--- src/rtl/wsel_alu_pkg.sv ---
package wsel_alu_pkg;

    localparam int ALU_DW    = 32;
    localparam int ALU_CHUNK = 8;
    localparam int FN_W      = 5;
    localparam int NFLAGS    = 5;

    typedef enum logic [1:0] {
        CIN_ZERO  = 2'd0,
        CIN_ONE   = 2'd1,
        CIN_FLAG  = 2'd2,
        CIN_NFLAG = 2'd3
    } cin_mode_e;

    typedef enum logic [2:0] {
        SX_A, SX_NA, SX_B, SX_NB, SX_ZERO
    } xsel_e;

    typedef enum logic [2:0] {
        SY_B, SY_NB, SY_A, SY_ZERO, SY_ONES
    } ysel_e;

    typedef struct packed {
        xsel_e x;
        ysel_e y;
    } opsel_t;

    // bit 0 carry, 1 overflow, 2 minus, 3 zero, 4 parity
    typedef struct packed {
        logic p;
        logic z;
        logic n;
        logic v;
        logic c;
    } status_t;

    function automatic opsel_t arith_decode(input logic [3:0] code);
        opsel_t s;
        case (code)
            4'd0:    s = '{SX_A,    SY_B};
            4'd1:    s = '{SX_A,    SY_NB};
            4'd2:    s = '{SX_NA,   SY_B};
            4'd3:    s = '{SX_A,    SY_ZERO};
            4'd4:    s = '{SX_B,    SY_ZERO};
            4'd5:    s = '{SX_NA,   SY_ZERO};
            4'd6:    s = '{SX_NB,   SY_ZERO};
            4'd7:    s = '{SX_A,    SY_A};
            4'd8:    s = '{SX_A,    SY_ONES};
            4'd9:    s = '{SX_B,    SY_ONES};
            4'd10:   s = '{SX_ZERO, SY_ZERO};
            4'd11:   s = '{SX_NA,   SY_NB};
            4'd12:   s = '{SX_B,    SY_B};
            4'd13:   s = '{SX_NB,   SY_ONES};
            4'd14:   s = '{SX_NA,   SY_ONES};
            default: s = '{SX_ZERO, SY_ONES};
        endcase
        return s;
    endfunction

endpackage

--- src/rtl/alu_cin_gen.sv ---
module alu_cin_gen
    import wsel_alu_pkg::*;
(
    input  logic [1:0] mode,
    input  logic       stored_c,
    output logic       cin
);
    cin_mode_e m;
    assign m = cin_mode_e'(mode);

    always_comb begin
        case (m)
            CIN_ZERO:  cin = 1'b0;
            CIN_ONE:   cin = 1'b1;
            CIN_FLAG:  cin = stored_c;
            default:   cin = ~stored_c;
        endcase
    end
endmodule

--- src/rtl/alu_operand_sel.sv ---
module alu_operand_sel
    import wsel_alu_pkg::*;
#(
    parameter int DW = ALU_DW
) (
    input  logic [DW-1:0] a,
    input  logic [DW-1:0] b,
    input  logic [DW-1:0] mask,
    input  logic [3:0]    code,
    output logic [DW-1:0] x,
    output logic [DW-1:0] y
);
    opsel_t sel;
    logic [DW-1:0] x_raw, y_raw;

    assign sel = arith_decode(code);

    always_comb begin
        case (sel.x)
            SX_A:    x_raw = a;
            SX_NA:   x_raw = ~a;
            SX_B:    x_raw = b;
            SX_NB:   x_raw = ~b;
            default: x_raw = '0;
        endcase
        case (sel.y)
            SY_B:    y_raw = b;
            SY_NB:   y_raw = ~b;
            SY_A:    y_raw = a;
            SY_ONES: y_raw = '1;
            default: y_raw = '0;
        endcase
    end

    assign x = x_raw & mask;
    assign y = y_raw & mask;
endmodule

--- src/rtl/alu_cla_chunk.sv ---
module alu_cla_chunk #(
    parameter int CW = 8
) (
    input  logic [CW-1:0] x,
    input  logic [CW-1:0] y,
    input  logic          cin,
    output logic [CW-1:0] sum,
    output logic [CW:0]   cy
);
    logic [CW-1:0] g, p;
    assign g = x & y;
    assign p = x ^ y;

    // flat sum-of-products carry for each position inside the chunk
    always_comb begin
        for (int j = 0; j <= CW; j++) begin
            logic term;
            logic acc;
            term = cin;
            for (int k = 0; k < j; k++) term = term & p[k];
            acc = term;
            for (int k = 0; k < j; k++) begin
                logic t;
                t = g[k];
                for (int m = k + 1; m < j; m++) t = t & p[m];
                acc = acc | t;
            end
            cy[j] = acc;
        end
    end

    assign sum = p ^ cy[CW-1:0];
endmodule

--- src/rtl/alu_adder.sv ---
module alu_adder
    import wsel_alu_pkg::*;
#(
    parameter int DW = ALU_DW,
    parameter int CW = ALU_CHUNK
) (
    input  logic [DW-1:0] x,
    input  logic [DW-1:0] y,
    input  logic          cin,
    output logic [DW-1:0] sum,
    output logic [DW:0]   cvec
);
    localparam int NCH = DW / CW;

    logic [NCH:0] chain;
    assign chain[0] = cin;

    for (genvar ch = 0; ch < NCH; ch++) begin : g_chunk
        logic [CW:0] cy;
        alu_cla_chunk #(.CW(CW)) u_cla (
            .x   (x[ch*CW +: CW]),
            .y   (y[ch*CW +: CW]),
            .cin (chain[ch]),
            .sum (sum[ch*CW +: CW]),
            .cy  (cy)
        );
        assign cvec[ch*CW +: CW] = cy[CW-1:0];
        assign chain[ch+1]       = cy[CW];
    end

    assign cvec[DW] = chain[NCH];
endmodule

--- src/rtl/alu_flag_reg.sv ---
module alu_flag_reg #(
    parameter int NF = 5
) (
    input  logic          clk,
    input  logic          rst,
    input  logic [NF-1:0] we,
    input  logic [NF-1:0] d,
    output logic [NF-1:0] q
);
    for (genvar i = 0; i < NF; i++) begin : g_flag
        always_ff @(posedge clk) begin
            if (rst)        q[i] <= 1'b0;
            else if (we[i]) q[i] <= d[i];
        end
    end
endmodule

--- src/rtl/wsel_alu.sv ---
module wsel_alu
    import wsel_alu_pkg::*;
#(
    parameter int DW  = ALU_DW,
    parameter int CW  = ALU_CHUNK,
    localparam int WCW = $clog2(DW)
) (
    input  logic                clk,
    input  logic                rst,
    input  logic [DW-1:0]       op_a,
    input  logic [DW-1:0]       op_b,
    input  logic [FN_W-1:0]     func,
    input  logic [WCW-1:0]      width_code,
    input  logic [1:0]          cin_mode,
    input  logic [NFLAGS-1:0]   flag_we,
    output logic [DW-1:0]       result,
    output logic                carry_o,
    output logic                ovf_o,
    output logic                minus_o,
    output logic                zero_o,
    output logic                parity_o,
    output logic                flag_c,
    output logic                flag_v,
    output logic                flag_n,
    output logic                flag_z,
    output logic                flag_p,
    output logic                cond_zc,
    output logic                cond_nv,
    output logic                cond_znv
);
    logic [DW-1:0] mask, am, bm, lres, x, y, sum;
    logic [DW:0]   cvec;
    logic          cin, is_arith;
    logic [WCW:0]  top_out;
    status_t       live, stored;

    // active-width mask: bits 0..width_code set
    always_comb begin
        for (int i = 0; i < DW; i++) mask[i] = (i <= int'(width_code));
    end

    assign am       = op_a & mask;
    assign bm       = op_b & mask;
    assign is_arith = func[FN_W-1];

    // logic path: func[3:0] is the truth table, indexed by {a,b}
    always_comb begin
        for (int i = 0; i < DW; i++) lres[i] = func[{am[i], bm[i]}];
    end

    alu_operand_sel #(.DW(DW)) u_opsel (
        .a    (am),
        .b    (bm),
        .mask (mask),
        .code (func[3:0]),
        .x    (x),
        .y    (y)
    );

    alu_cin_gen u_cin (
        .mode     (cin_mode),
        .stored_c (stored.c),
        .cin      (cin)
    );

    alu_adder #(.DW(DW), .CW(CW)) u_add (
        .x    (x),
        .y    (y),
        .cin  (cin),
        .sum  (sum),
        .cvec (cvec)
    );

    assign top_out = {1'b0, width_code} + 1'b1;
    assign result  = (is_arith ? sum : lres) & mask;

    assign live.c = is_arith & cvec[top_out];
    assign live.v = is_arith & (cvec[top_out] ^ cvec[width_code]);
    assign live.n = result[width_code];
    assign live.z = ~|result;
    assign live.p = ^result;

    alu_flag_reg #(.NF(NFLAGS)) u_flags (
        .clk (clk),
        .rst (rst),
        .we  (flag_we),
        .d   (live),
        .q   (stored)
    );

    assign carry_o  = live.c;
    assign ovf_o    = live.v;
    assign minus_o  = live.n;
    assign zero_o   = live.z;
    assign parity_o = live.p;

    assign flag_c = stored.c;
    assign flag_v = stored.v;
    assign flag_n = stored.n;
    assign flag_z = stored.z;
    assign flag_p = stored.p;

    assign cond_zc  = live.z | live.c;
    assign cond_nv  = live.n ^ live.v;
    assign cond_znv = live.z | cond_nv;
endmodule

--- config.mk ---
export PLATFORM = sky130hd
export DESIGN_NAME = wsel_alu
export DESIGN_NICKNAME = d
export VERILOG_FILES = /design/src/rtl/wsel_alu_pkg.sv /design/src/rtl/alu_cin_gen.sv /design/src/rtl/alu_operand_sel.sv /design/src/rtl/alu_cla_chunk.sv /design/src/rtl/alu_adder.sv /design/src/rtl/alu_flag_reg.sv /design/src/rtl/wsel_alu.sv
export SDC_FILE = /design/constraint.sdc
export NUM_CORES = 1
export LEC_CHECK = 0
export BUFFER_PORTS_ARGS = -buffer_cell sky130_fd_sc_hd__buf_2
export CAP_MARGIN = 5
export CORE_UTILIZATION = 55
export DETAILED_ROUTE_END_ITERATION = 10
export GPL_ROUTABILITY_DRIVEN = 0
export PLACE_DENSITY = 0.75
export SYNTH_ARGS = -nofsm -noshare
export SYNTH_HDL_FRONTEND = slang
export SYNTH_HIERARCHICAL = 1
export SYNTH_SLANG_ARGS = --single-unit
--- constraint.sdc ---
create_clock -name clk -period 10.1 [get_ports clk]
set_clock_uncertainty 0.2 [all_clocks]
set_input_delay 0.505 -clock clk [delete_from_list [all_inputs] [get_ports clk]]
set_output_delay 0.505 -clock clk [all_outputs]
set_load 0.02 [all_outputs]
==> metrics.txt <==
top cells by area, synth mux4_2 9.1%, mux2_2 8.7%, ha_1 8.3%; final setup fails 0; Area growth syn-to-layout 8.584%; port bufs about 130; # IOs ~130; vias in the first global route ~9600; Initial Utilization 56.52%; TritonCTS sink count 5; Via density approximately 7; number of DRC markers after the initial detailed-route iteration 1162; Placed Cells roughly 1500; Comb pwr share about 90%; initial antenna violation count 0; first-pass GRT wire length a little over 50000 um; vias after detailed routing 10170; Post-synth top cells 95 x nand2_1, 85 x inv_1, 72 x mux2_2; Most flops, register u_flags/q; Crit Path Class in -> out; final WL roughly 33000 um; maximum VDD drop ~0.13 mV; worst rel slew slack 35.02%; CTS tree done; cts hold-fix bufs 0; crit start category input pin; Antenna Cells 0; Post-CTS Resized 0; H-tree depth 1; Synth area leader mux4_2; Die W approximately 130 um; Synth Warn # 6; max reg flops 5; largest net degree at the start of global routing 40; Most common cell on crit path ha_1; DR pass1 iterations 5; Max clock buf depth 2; synthesized flop and latch total 5; status complete, no violations; post-synthesis cell count 1172; Switch Pwr 0.4998 mW; Worst Path Required approximately 9.4 ns; final period utilization 95.37%; DR WL/cell around 23 um; Internal approximately 0.41 mW; post-synthesis sequential area ratio between 1 and 1.5%; Antenna Violating Nets Remaining 0; worst slack, placed 0.5915 ns; CTS clk-pin slew, worst paths 0.03 ns; Hold WC Path Type in -> reg; crit-path max cell delay approximately 0.49 ns; share of post-route cells with drive strength above 1 a little under a third; dominant synthesized flop cell dfxtp_1; Leakage about 4.8 nW; worst slew pin tran roughly 0.95 ns; share of the synthesized area in the top cell type a little under a tenth; Die Area between 15000 and 20000 sq um; Post-Synthesis Cell Area ~9400 sq um; clock power share under 10%; Slowest-stage cell, CP mux4_2; Top Registers u_flags/q: 5 flops; Power per Cell Area approximately 90 nW/um^2; die height 132.5 um; DRC 0; max-cap viol count 0; Post-Layout Cell Count roughly 1500; Final Util 61.37%; Post-synth ARST share 0%; nets 1397; TNS Setup 0 ns; final hold violations 0; final setup margin 0.4679 ns; Final Slew Violations 0; Worst Setup End Kind output port; Fmax 0.1038 GHz; Synth cell types 79; later-pin clock latency in the skew report 0.23 ns; Pwr Total ~0.91 mW; CP arrival around 8.9 ns; Sequential Power Share ~2.6%; Total Routing Usage GR between 30% and 40%; row cnt between 40 and 50; Avg Cell Area, Syn around 8.0 sq um; post-DP HPWL around 25000 um; Inserted Clock Buffers 3; most frequent cell after synthesis nand2_1; post-CTS setup buffer count 0; CP max FO 13; CORE AREA roughly 17000 sq um; Post-synth EDFFs 0; Root Driver clkbuf_16; switching part of the total a little under three fifths; total grt overflow 0; Final min period about 9.6 ns
-- metal layers --
layer  part of all wire [%]  track usage (%)  routed length (um)  vias to the layer above
li1                       -                -                   -                     4580
met1                     42            50.16               13820                     4824
met2                     45            57.84               14820                      650
met3                    9.7            4.444                3220                      116
met4                    4.1            15.90                1355                        0
met5                      0                0                   0                        -
-- critical path, delay by kind of cell --
kind,cells,cell delay (ns)
adder cells (fa/ha/maj),5,1.35
buffers and inverters,3,0.63
AO/OA/AOI/OAI,17,3.67
AND/OR/NAND/NOR,5,0.95
multiplexers,4,1.40
XOR/XNOR,2,0.42
-- final timing paths --
| check | start | end | slack [ns] | cells after the start |
|---|---|---|---|---|
| setup / recovery | width_code[1] | cond_nv | 0.47 | 36 |
| hold / removal | rst | u_flags/q[2] | 0.32 | 2 |
| hold reg to reg | u_flags/q[4] | u_flags/q[4] | 0.34 | 2 |
| setup reg to reg | u_flags/q[0] | u_flags/q[4] | 2.68 | 31 |
-- area by class of cell --
class	instances	area, sq um
multi-input combinational	985	8461
fill	1514	6406
timing repair buffer	168	943.4
inverter	85	319.1
tap	220	275.3
sequential	5	100.1
clock buffer	4	78.83
-- cells in the final DEF (no fill, tap or decap), types with 32 or more instances in the layout --
cell / Yosys / routed
and2_1: 42 / 42
buf_2: 33 / 127
buf_4: 12 / 41
ha_1: 62 / 62
inv_1: 85 / 85
mux2_2: 72 / 72
mux2i_1: 65 / 65
mux4_2: 38 / 38
nand2_1: 95 / 95
nor2_1: 54 / 53
o211ai_1: 32 / 32
o21ai_0: 43 / 43
o221ai_1: 32 / 32
o22ai_1: 33 / 33
-- power groups by stage --
| stage | logic [mW] | clock network [mW] | registers, mW |
|---|---|---|---|
| floorplan | 0.585 | 0 | 0.0261 |
| global placement | 0.782 | 0 | 0.0237 |
| detailed placement | 0.792 | 0 | 0.0237 |
| CTS | 0.796 | 0.0654 | 0.0237 |
| global route | 0.877 | 0.0672 | 0.0239 |
| finish | 0.819 | 0.0653 | 0.0237 |
-- per-stage QoR --
step,cell area (sq um),hold WS [ns]
final,10180,0.3165
after global routing,10180,0.3107
after CTS,10150,0.3052
after detailed placement,10070,0.3038
after global placement,10070,0.2749
after floorplan,9380,0.3774
-- cell families (layout without fill, tap and decap cells) --
family,after synthesis,in the layout,synth area share (%)
flip-flops,5,5,1.068
XOR/XNOR,48,48,4.485
other,1,3,0.04001
multiplexers,208,208,30.08
adder cells (fa/ha/maj),66,66,9.131
AND/OR/NAND/NOR,327,327,18.20
buffers and inverters,184,257,9.291
AO/OA/AOI/OAI,333,333,27.71
No activity file was read; power rests on OpenSTA's default activity.
